[config.mk]
export PLATFORM = sky130hd
export DESIGN_NAME = stack_renamer
export DESIGN_NICKNAME = d
export VERILOG_FILES = /design/src/rtl/sren_pkg.sv /design/src/rtl/ren_mstack.sv /design/src/rtl/ren_frame_ctrl.sv /design/src/rtl/ren_xlate.sv /design/src/rtl/stack_renamer.sv
export SDC_FILE = /design/constraint.sdc
export NUM_CORES = 1
export LEC_CHECK = 0
export BUFFER_PORTS_ARGS = -buffer_cell sky130_fd_sc_hd__buf_2
export CAP_MARGIN = 20
export CELL_PAD_IN_SITES_DETAIL_PLACEMENT = 1
export CELL_PAD_IN_SITES_GLOBAL_PLACEMENT = 2
export CORE_ASPECT_RATIO = 2
export CORE_UTILIZATION = 49
export DETAILED_ROUTE_END_ITERATION = 16
export GPL_ROUTABILITY_DRIVEN = 0
export PLACE_DENSITY = 0.88
export SLEW_MARGIN = 10
export SYNTH_ARGS = -nofsm -noshare
export SYNTH_HDL_FRONTEND = slang
export SYNTH_SLANG_ARGS = --single-unit
[constraint.sdc]
create_clock -name clk -period 24.9 [get_ports clk]
set_input_delay 7.47 -clock clk [delete_from_list [all_inputs] [get_ports clk]]
set_output_delay 7.47 -clock clk [all_outputs]
set_load 0.01 [all_outputs]
[src/rtl/sren_pkg.sv]
`timescale 1ns/1ps
package sren_pkg;

    localparam int unsigned N_STATIC  = 32;
    localparam int unsigned N_STACKED = 96;
    localparam int unsigned LR_W      = 7;
    localparam int unsigned SZ_W      = 7;
    localparam int unsigned ROT_GRAN  = 8;
    localparam int unsigned ROT_LSB   = $clog2(ROT_GRAN);

    typedef logic [LR_W-1:0] lreg_t;
    typedef logic [SZ_W-1:0] fsz_t;

    typedef struct packed {
        fsz_t base;
        fsz_t loc;
        fsz_t outs;
        fsz_t rot;
        fsz_t rrb;
    } fmark_t;

    typedef enum logic [2:0] {
        EV_NONE,
        EV_CALL,
        EV_RET,
        EV_ALLOC,
        EV_ROT
    } ev_e;

    // (a + b) mod m, valid for a < m and b <= m
    function automatic fsz_t mod_add(fsz_t a, fsz_t b, fsz_t m);
        logic [SZ_W:0] s;
        s = {1'b0, a} + {1'b0, b};
        if (s >= {1'b0, m}) begin
            s = s - {1'b0, m};
        end
        return s[SZ_W-1:0];
    endfunction

    function automatic logic [SZ_W:0] frame_size(fsz_t l, fsz_t o);
        return {1'b0, l} + {1'b0, o};
    endfunction

    function automatic logic alloc_ok(fsz_t l, fsz_t o, fsz_t r);
        logic [SZ_W:0] s;
        s = frame_size(l, o);
        return (s <= (SZ_W+1)'(N_STACKED)) &&
               (r[ROT_LSB-1:0] == '0) &&
               ({1'b0, r} <= s);
    endfunction

endpackage

[src/rtl/ren_mstack.sv]
`timescale 1ns/1ps
module ren_mstack
    import sren_pkg::*;
#(
    parameter int unsigned DEPTH = 8
) (
    input  logic   clk,
    input  logic   rst,
    input  logic   push,
    input  logic   pop,
    input  fmark_t din,
    output fmark_t top,
    output logic   empty,
    output logic   full
);
    localparam int unsigned PTR_W = (DEPTH > 1) ? $clog2(DEPTH) : 1;
    localparam int unsigned CNT_W = $clog2(DEPTH + 1);

    fmark_t           mem [DEPTH];
    logic [CNT_W-1:0] cnt;
    logic [PTR_W-1:0] top_idx;
    logic [PTR_W-1:0] wr_idx;

    assign top_idx = PTR_W'(cnt - CNT_W'(1));
    assign wr_idx  = PTR_W'(cnt);
    assign empty   = (cnt == '0);
    assign full    = (cnt == CNT_W'(DEPTH));
    assign top     = empty ? '0 : mem[top_idx];

    always_ff @(posedge clk) begin
        if (rst) begin
            cnt <= '0;
        end else if (push && !full) begin
            mem[wr_idx] <= din;
            cnt         <= cnt + CNT_W'(1);
        end else if (pop && !empty) begin
            cnt <= cnt - CNT_W'(1);
        end
    end

endmodule

[src/rtl/ren_frame_ctrl.sv]
`timescale 1ns/1ps
module ren_frame_ctrl
    import sren_pkg::*;
(
    input  logic   clk,
    input  logic   rst,
    input  logic   call_i,
    input  logic   ret_i,
    input  logic   alloc_i,
    input  logic   rotate_i,
    input  fsz_t   alloc_loc_i,
    input  fsz_t   alloc_out_i,
    input  fsz_t   alloc_rot_i,
    input  fmark_t stk_top,
    input  logic   stk_empty,
    input  logic   stk_full,
    output fmark_t cur,
    output logic   push,
    output logic   pop,
    output logic   err_q
);
    ev_e    ev;
    fmark_t nxt;
    logic   bad;

    // fixed priority among simultaneous events
    always_comb begin
        if (call_i)        ev = EV_CALL;
        else if (ret_i)    ev = EV_RET;
        else if (alloc_i)  ev = EV_ALLOC;
        else if (rotate_i) ev = EV_ROT;
        else               ev = EV_NONE;
    end

    always_comb begin
        nxt  = cur;
        push = 1'b0;
        pop  = 1'b0;
        bad  = 1'b0;
        case (ev)
            EV_CALL: begin
                if (stk_full) begin
                    bad = 1'b1;
                end else begin
                    push     = 1'b1;
                    nxt.base = mod_add(cur.base, cur.loc, SZ_W'(N_STACKED));
                    nxt.loc  = '0;
                    nxt.rot  = '0;
                    nxt.rrb  = '0;
                end
            end
            EV_RET: begin
                if (stk_empty) begin
                    bad = 1'b1;
                end else begin
                    pop = 1'b1;
                    nxt = stk_top;
                end
            end
            EV_ALLOC: begin
                if (!alloc_ok(alloc_loc_i, alloc_out_i, alloc_rot_i)) begin
                    bad = 1'b1;
                end else begin
                    nxt.loc  = alloc_loc_i;
                    nxt.outs = alloc_out_i;
                    nxt.rot  = alloc_rot_i;
                    nxt.rrb  = '0;
                end
            end
            EV_ROT: begin
                if (cur.rot != '0) begin
                    nxt.rrb = (cur.rrb == '0) ? (cur.rot - SZ_W'(1))
                                              : (cur.rrb - SZ_W'(1));
                end
            end
            default: ;
        endcase
    end

    always_ff @(posedge clk) begin
        if (rst) begin
            cur   <= '0;
            err_q <= 1'b0;
        end else begin
            cur   <= nxt;
            err_q <= bad;
        end
    end

endmodule

[src/rtl/ren_xlate.sv]
`timescale 1ns/1ps
module ren_xlate
    import sren_pkg::*;
(
    input  fmark_t cur,
    input  lreg_t  lreg,
    output lreg_t  preg,
    output logic   oof,
    output logic   wraps
);
    logic [SZ_W:0] sof;
    fsz_t          off;
    fsz_t          roff;
    fsz_t          phys;

    assign sof   = frame_size(cur.loc, cur.outs);
    assign off   = fsz_t'(lreg - LR_W'(N_STATIC));
    assign wraps = ({1'b0, cur.base} + sof) > (SZ_W+1)'(N_STACKED);

    always_comb begin
        roff = (off < cur.rot) ? mod_add(off, cur.rrb, cur.rot) : off;
        phys = mod_add(cur.base, roff, SZ_W'(N_STACKED));
        if (lreg < LR_W'(N_STATIC)) begin
            preg = lreg;
            oof  = 1'b0;
        end else if ({1'b0, off} >= sof) begin
            preg = '0;
            oof  = 1'b1;
        end else begin
            preg = LR_W'(N_STATIC) + LR_W'(phys);
            oof  = 1'b0;
        end
    end

endmodule

[src/rtl/stack_renamer.sv]
`timescale 1ns/1ps
module stack_renamer
    import sren_pkg::*;
#(
    parameter int unsigned MSTK_DEPTH = 8
) (
    input  logic       clk,
    input  logic       rst,
    input  logic [6:0] lreg_i,
    input  logic       call_i,
    input  logic       ret_i,
    input  logic       alloc_i,
    input  logic [6:0] alloc_loc_i,
    input  logic [6:0] alloc_out_i,
    input  logic [6:0] alloc_rot_i,
    input  logic       rotate_i,
    output logic [6:0] preg_o,
    output logic       oof_o,
    output logic       wrap_o,
    output logic       err_o
);
    fmark_t cur_m;
    fmark_t stk_top;
    logic   stk_empty;
    logic   stk_full;
    logic   push;
    logic   pop;

    ren_mstack #(.DEPTH(MSTK_DEPTH)) u_mstack (
        .clk   (clk),
        .rst   (rst),
        .push  (push),
        .pop   (pop),
        .din   (cur_m),
        .top   (stk_top),
        .empty (stk_empty),
        .full  (stk_full)
    );

    ren_frame_ctrl u_ctrl (
        .clk         (clk),
        .rst         (rst),
        .call_i      (call_i),
        .ret_i       (ret_i),
        .alloc_i     (alloc_i),
        .rotate_i    (rotate_i),
        .alloc_loc_i (alloc_loc_i),
        .alloc_out_i (alloc_out_i),
        .alloc_rot_i (alloc_rot_i),
        .stk_top     (stk_top),
        .stk_empty   (stk_empty),
        .stk_full    (stk_full),
        .cur         (cur_m),
        .push        (push),
        .pop         (pop),
        .err_q       (err_o)
    );

    ren_xlate u_xlate (
        .cur   (cur_m),
        .lreg  (lreg_i),
        .preg  (preg_o),
        .oof   (oof_o),
        .wraps (wrap_o)
    );

endmodule

==> impl_summary.txt <==
----------------------------------------------------
[Status]
  Status ... finished, final reports clean

[Clock tree]
  Longest Clk Path Bufs ... 3
  Later-pin clock latency in the skew report ... 0.55 ns
  Number of gates given a new drive strength after cts ... 0
  Root cell of the clock tree ... sky130_fd_sc_hd__clkbuf_16
  CTS Sinks ... 320
  Post-CTS setup buffers ... 0
  Reg clk slew, reported paths ... 0.07 ns
  Clock tree from TritonCTS ... yes
  Number of H-tree levels ... 1
  Hold bufs inserted after CTS ... 0
  Number of buffers added by the clock tree synthesis step ... 27

[Power]
  Power density relative to cell area ... 99.89 mW/mm2
  Max VDD drop ... 0.06383 mV
  Total leakage power ... 6.106 nW

[STA]
  Hold Slack ... 0.6170 ns
  Final critical path time including I/O delays and setup ... 20.16 ns
  Total of endpoints with negative setup slack in the final report ... 0
  Max-slew violation total from the final report ... 0
  Pin slew with the least headroom to its limit ... 1.037 ns
  Clk_skew ... 0.01290 ns
  Setup TNS after final layout ... 0 ns
  Setup repair after global routing missed its margin ... no
  Highest clock rate ... 0.04961 GHz
  Portion of the clock cycle consumed by the worst path in the final layout ... 0.8095
  Relative slew margins ... 0.3088
  Number of failing hold endpoints at the final stage ... 0

[Cells and area]
  Number of fill cells in the layout ... 3,149
  NumNets Final ... 1,279
  Share of final-layout standard cells stronger than drive strength 1 ... 0.1883
  Inserted Diodes ... 0
  Final design instance area without fill ... 0.01731 mm2
  Area growth from synthesis to layout ... 10.33%

[Detailed routing]
  Total via count after detailed routing ... 10.12k
  Final routed wire length divided by cell count ... 26.66 um
  Detailed-router iteration count before antenna repair ... 5
  Final wirelength ... 42,840 um
  Routed Antenna Nets ... 0
  Ratio of routed vias to standard cells ... 6.296
  Violation count after the first detailed-route iteration ... 726
  DRC violation count after routing ... 0

[Worst setup path]
  Biggest cell delay along the critical path ... 0.44 ns
  Kind of cell adding the most delay to the critical path ... compound AO/OA/AOI/OAI gates
  Buffering stage count on the worst path with inverters included ... 3
  Critical-path cell list ... buf_2, ha_1, a21o_1, a21oi_1, o21ai_0, a21oi_1, xor2_1, inv_1, ha_1, nand4_1, o21ai_1, a211o_1, mux2i_1, mux2_2, ha_1, fa_1, xor2_1, a2111oi_0, o211ai_1, o21ai_1, mux2i_1, mux2i_1, nand2_1, buf_2
  Worst Path Arrival ... 12.69 ns
  Crit path max-delay cell type ... sky130_fd_sc_hd__fa_1
  Startpoint class of the critical path ... input port
  Path type of the worst setup path ... input port to primary output
  Required time worst endpoint ... 17.43 ns
  Highest fanout seen on the critical path ... 7
  Kind of capture point of the worst setup path ... primary output

[Yosys]
  Post-Syn Area per Cell ... 14.00 um2
  Yosys Warn Count ... 0
  Unique masters post-synth ... 80
  Post-synth EDFFs ... 280
  Adder-cell share of the synthesized area ... 0.06796
  Share of the synthesized netlist area taken by xor and xnor gates ... 0.01899
  Synthesized-area fraction occupied by and/or/nand/nor cells ... 0.07243
  Number of nets in the synthesized netlist ... 1,235
  Main combinational cell family by area after synthesis ... compound AO/OA/AOI/OAI gates
  Gate Count Post-Synth ... 1,120
  Post-synthesis compound-gate area fraction ... 0.1152
  Proportion of synthesized chip area in sequential cells ... 0.5871
  Share of async-settable or async-resettable flops after synthesis ... 0
  Syn Std Cell Area ... 0.01569 mm2
  Ys flop type ... sky130_fd_sc_hd__edfxtp_1
  Proportion of synthesized area in mux cells ... 0.1116
  Synth Register Bits ... 320

[Die]
  Starting density of the core ... 0.4973
  Die area ... 0.03277 mm2
  Number of placement rows ... 92
  Placeable core area ... 0.03154 mm2
  Die Y-Extent ... 255.0 um
  I/O pin count ... 44
  Width of the chip ... 128.5 um

[Placement]
  PortBufs ... 43
  Post-placement cell area ... 0.01645 mm2
  Post-detail-place hpwl ... 27,560 um

[Global route]
  Initial antenna violation count ... 0
  Global-route wire length before repair ... 65,080 um
  Pin count of the biggest net entering global routing ... 49
  Vias in the first global route ... 11.03k
  All-Layer GR Usage ... 0.2720
  Leftover overflow at the end of global routing ... 0

[Hold path]
  Worst hold-check path type ... register to register

[Flow run]
  Max-cap violations ... 0

----------------------------------------------------
stage by stage:
| stage | std cells | utilization | total power [mW] | setup WS [ns] |
|---|---|---|---|---|
| finish | 1607 | 0.5487 | 1.729 | 4.743 |
| global route | 1607 | 0.5487 | 1.815 | 4.156 |
| CTS | 1606 | 0.5484 | 1.740 | 4.695 |
| detailed placement | 1557 | 0.5216 | 1.327 | 4.710 |
| global placement | 1557 | 0.5216 | 1.302 | 4.827 |
| floorplan | 1120 | - | 1.135 | 5.386 |
registers in the layout, indices dropped and copies added (netlist names):
name	count
u_ctrl.cur	35
u_mstack.mem	280
u_ctrl.err_q	1
u_mstack.cnt	4
synth_stat cells, types with 3 or more instances:
library cell,n,area (um2)
sky130_fd_sc_hd__nor3_1,37,185.2
sky130_fd_sc_hd__o21ai_1,23,115.1
sky130_fd_sc_hd__o31ai_1,10,75.07
sky130_fd_sc_hd__or2_2,3,18.77
sky130_fd_sc_hd__mux2i_1,14,140.1
sky130_fd_sc_hd__o21a_1,7,52.55
sky130_fd_sc_hd__xor2_1,14,122.6
sky130_fd_sc_hd__a211oi_1,15,112.6
sky130_fd_sc_hd__a21boi_1,4,30.03
sky130_fd_sc_hd__a21oi_2,11,96.34
sky130_fd_sc_hd__nand2_1,97,364.1
sky130_fd_sc_hd__nand3b_1,4,30.03
sky130_fd_sc_hd__o21bai_1,5,37.54
sky130_fd_sc_hd__a21o_1,18,135.1
sky130_fd_sc_hd__mux4_2,70,1577
sky130_fd_sc_hd__nand4_1,3,18.77
sky130_fd_sc_hd__a31o_1,8,70.07
sky130_fd_sc_hd__dfxtp_1,40,800.8
sky130_fd_sc_hd__o221ai_1,6,52.55
sky130_fd_sc_hd__o31ai_2,5,62.56
sky130_fd_sc_hd__nor4_1,3,18.77
sky130_fd_sc_hd__xnor2_1,20,175.2
sky130_fd_sc_hd__nand3_1,10,50.05
sky130_fd_sc_hd__nand2b_1,12,75.07
sky130_fd_sc_hd__inv_2,3,11.26
sky130_fd_sc_hd__a21oi_1,64,320.3
sky130_fd_sc_hd__nor2b_1,9,56.30
sky130_fd_sc_hd__o31a_1,3,26.28
sky130_fd_sc_hd__edfxtp_1,280,8408
sky130_fd_sc_hd__fa_1,7,140.1
sky130_fd_sc_hd__clkbuf_1,30,112.6
sky130_fd_sc_hd__buf_2,14,70.07
sky130_fd_sc_hd__ha_1,74,925.9
sky130_fd_sc_hd__a31oi_1,4,25.02
sky130_fd_sc_hd__a311oi_1,18,157.7
sky130_fd_sc_hd__o211ai_1,7,52.55
sky130_fd_sc_hd__or3_1,4,25.02
sky130_fd_sc_hd__inv_1,49,183.9
sky130_fd_sc_hd__o21ai_0,11,55.05
sky130_fd_sc_hd__nor2_1,53,198.9
worst register-to-register path: cells and delay by family (launching register included):
kind	cells	cell delay, ns
DFF	1	0.96
AOI/OAI and AO/OA	3	0.53
muxes	1	0.45
adders and majority gates	1	0.64
and+or+nand+nor	1	0.16
buffers and inverters	2	1.02
cells by family after synthesis:
kind of cell	Yosys count
DFF	320
muxes	87
AOI/OAI and AO/OA	251
and+or+nand+nor	247
adders and majority gates	81
buffers and inverters	100
xor gates and xnor gates	34
placed cells by master (no fill, tap or decap), drive strengths merged, types with 8 or more instances in the layout:
| cell | synthesis | final |
|---|---|---|
| a211oi | 15 | 15 |
| a21o | 18 | 18 |
| a21oi | 75 | 75 |
| a311oi | 19 | 19 |
| a31o | 9 | 9 |
| buf | 18 | 63 |
| clkbuf | 30 | 33 |
| clkinv | 0 | 8 |
| dfxtp | 40 | 40 |
| edfxtp | 280 | 280 |
| ha | 74 | 74 |
| inv | 52 | 53 |
| mux2i | 14 | 14 |
| mux4 | 70 | 70 |
| nand2 | 97 | 97 |
| nand2b | 12 | 12 |
| nand3 | 10 | 10 |
| nor2 | 53 | 53 |
| nor2b | 9 | 9 |
| nor3 | 39 | 39 |
| o21ai | 35 | 35 |
| o31ai | 15 | 15 |
| xnor2 | 20 | 20 |
| xor2 | 14 | 14 |
routing by layer:
metal,track usage,wire length [um],share of wire
met1,0.3011,15620,0.36
met2,0.5149,23480,0.55
met5,0,0,0
met4,0.1291,2021,0.047
met3,0.02634,1710,0.040
worst paths after layout:
| check | slack, ns | endpoint | depth (start not counted) | from |
|---|---|---|---|---|
| worst max-delay path | 4.74 | preg_o[6] | 24 | lreg_i[1] |
| worst min-delay path | 0.62 | u_mstack.mem[6][20]$_DFFE_PP_ | 0 | u_ctrl.cur[20]$_SDFFE_PP0P_ |
| worst max register to register | 20.99 | u_ctrl.cur[13]$_SDFFE_PP0P_ | 8 | u_mstack.cnt[0]$_SDFFE_PP0P_ |
| worst min register to register | 0.62 | u_mstack.mem[6][20]$_DFFE_PP_ | 0 | u_ctrl.cur[20]$_SDFFE_PP0P_ |
area by class of cell:
cell class,instances,area [um2],area share
sequential,320,9213,0.5324
clock buffer,33,718.2,0.04150
inverter,52,195.2,0.01128
clock inverter,16,128.9,0.007447
tap,423,529.3,0.03058
timing repair buffer,63,365.4,0.02111
multi-input combinational,700,6156,0.3557
report_power, final:
part	leakage [nW]	internal (mW)	switching, mW
sequential	2.92	0.639	0.0652
combinational	2.79	0.259	0.354
clock	0.398	0.218	0.194
total	6.11	1.12	0.613
Note: power is estimated with default switching activity, not from simulation.
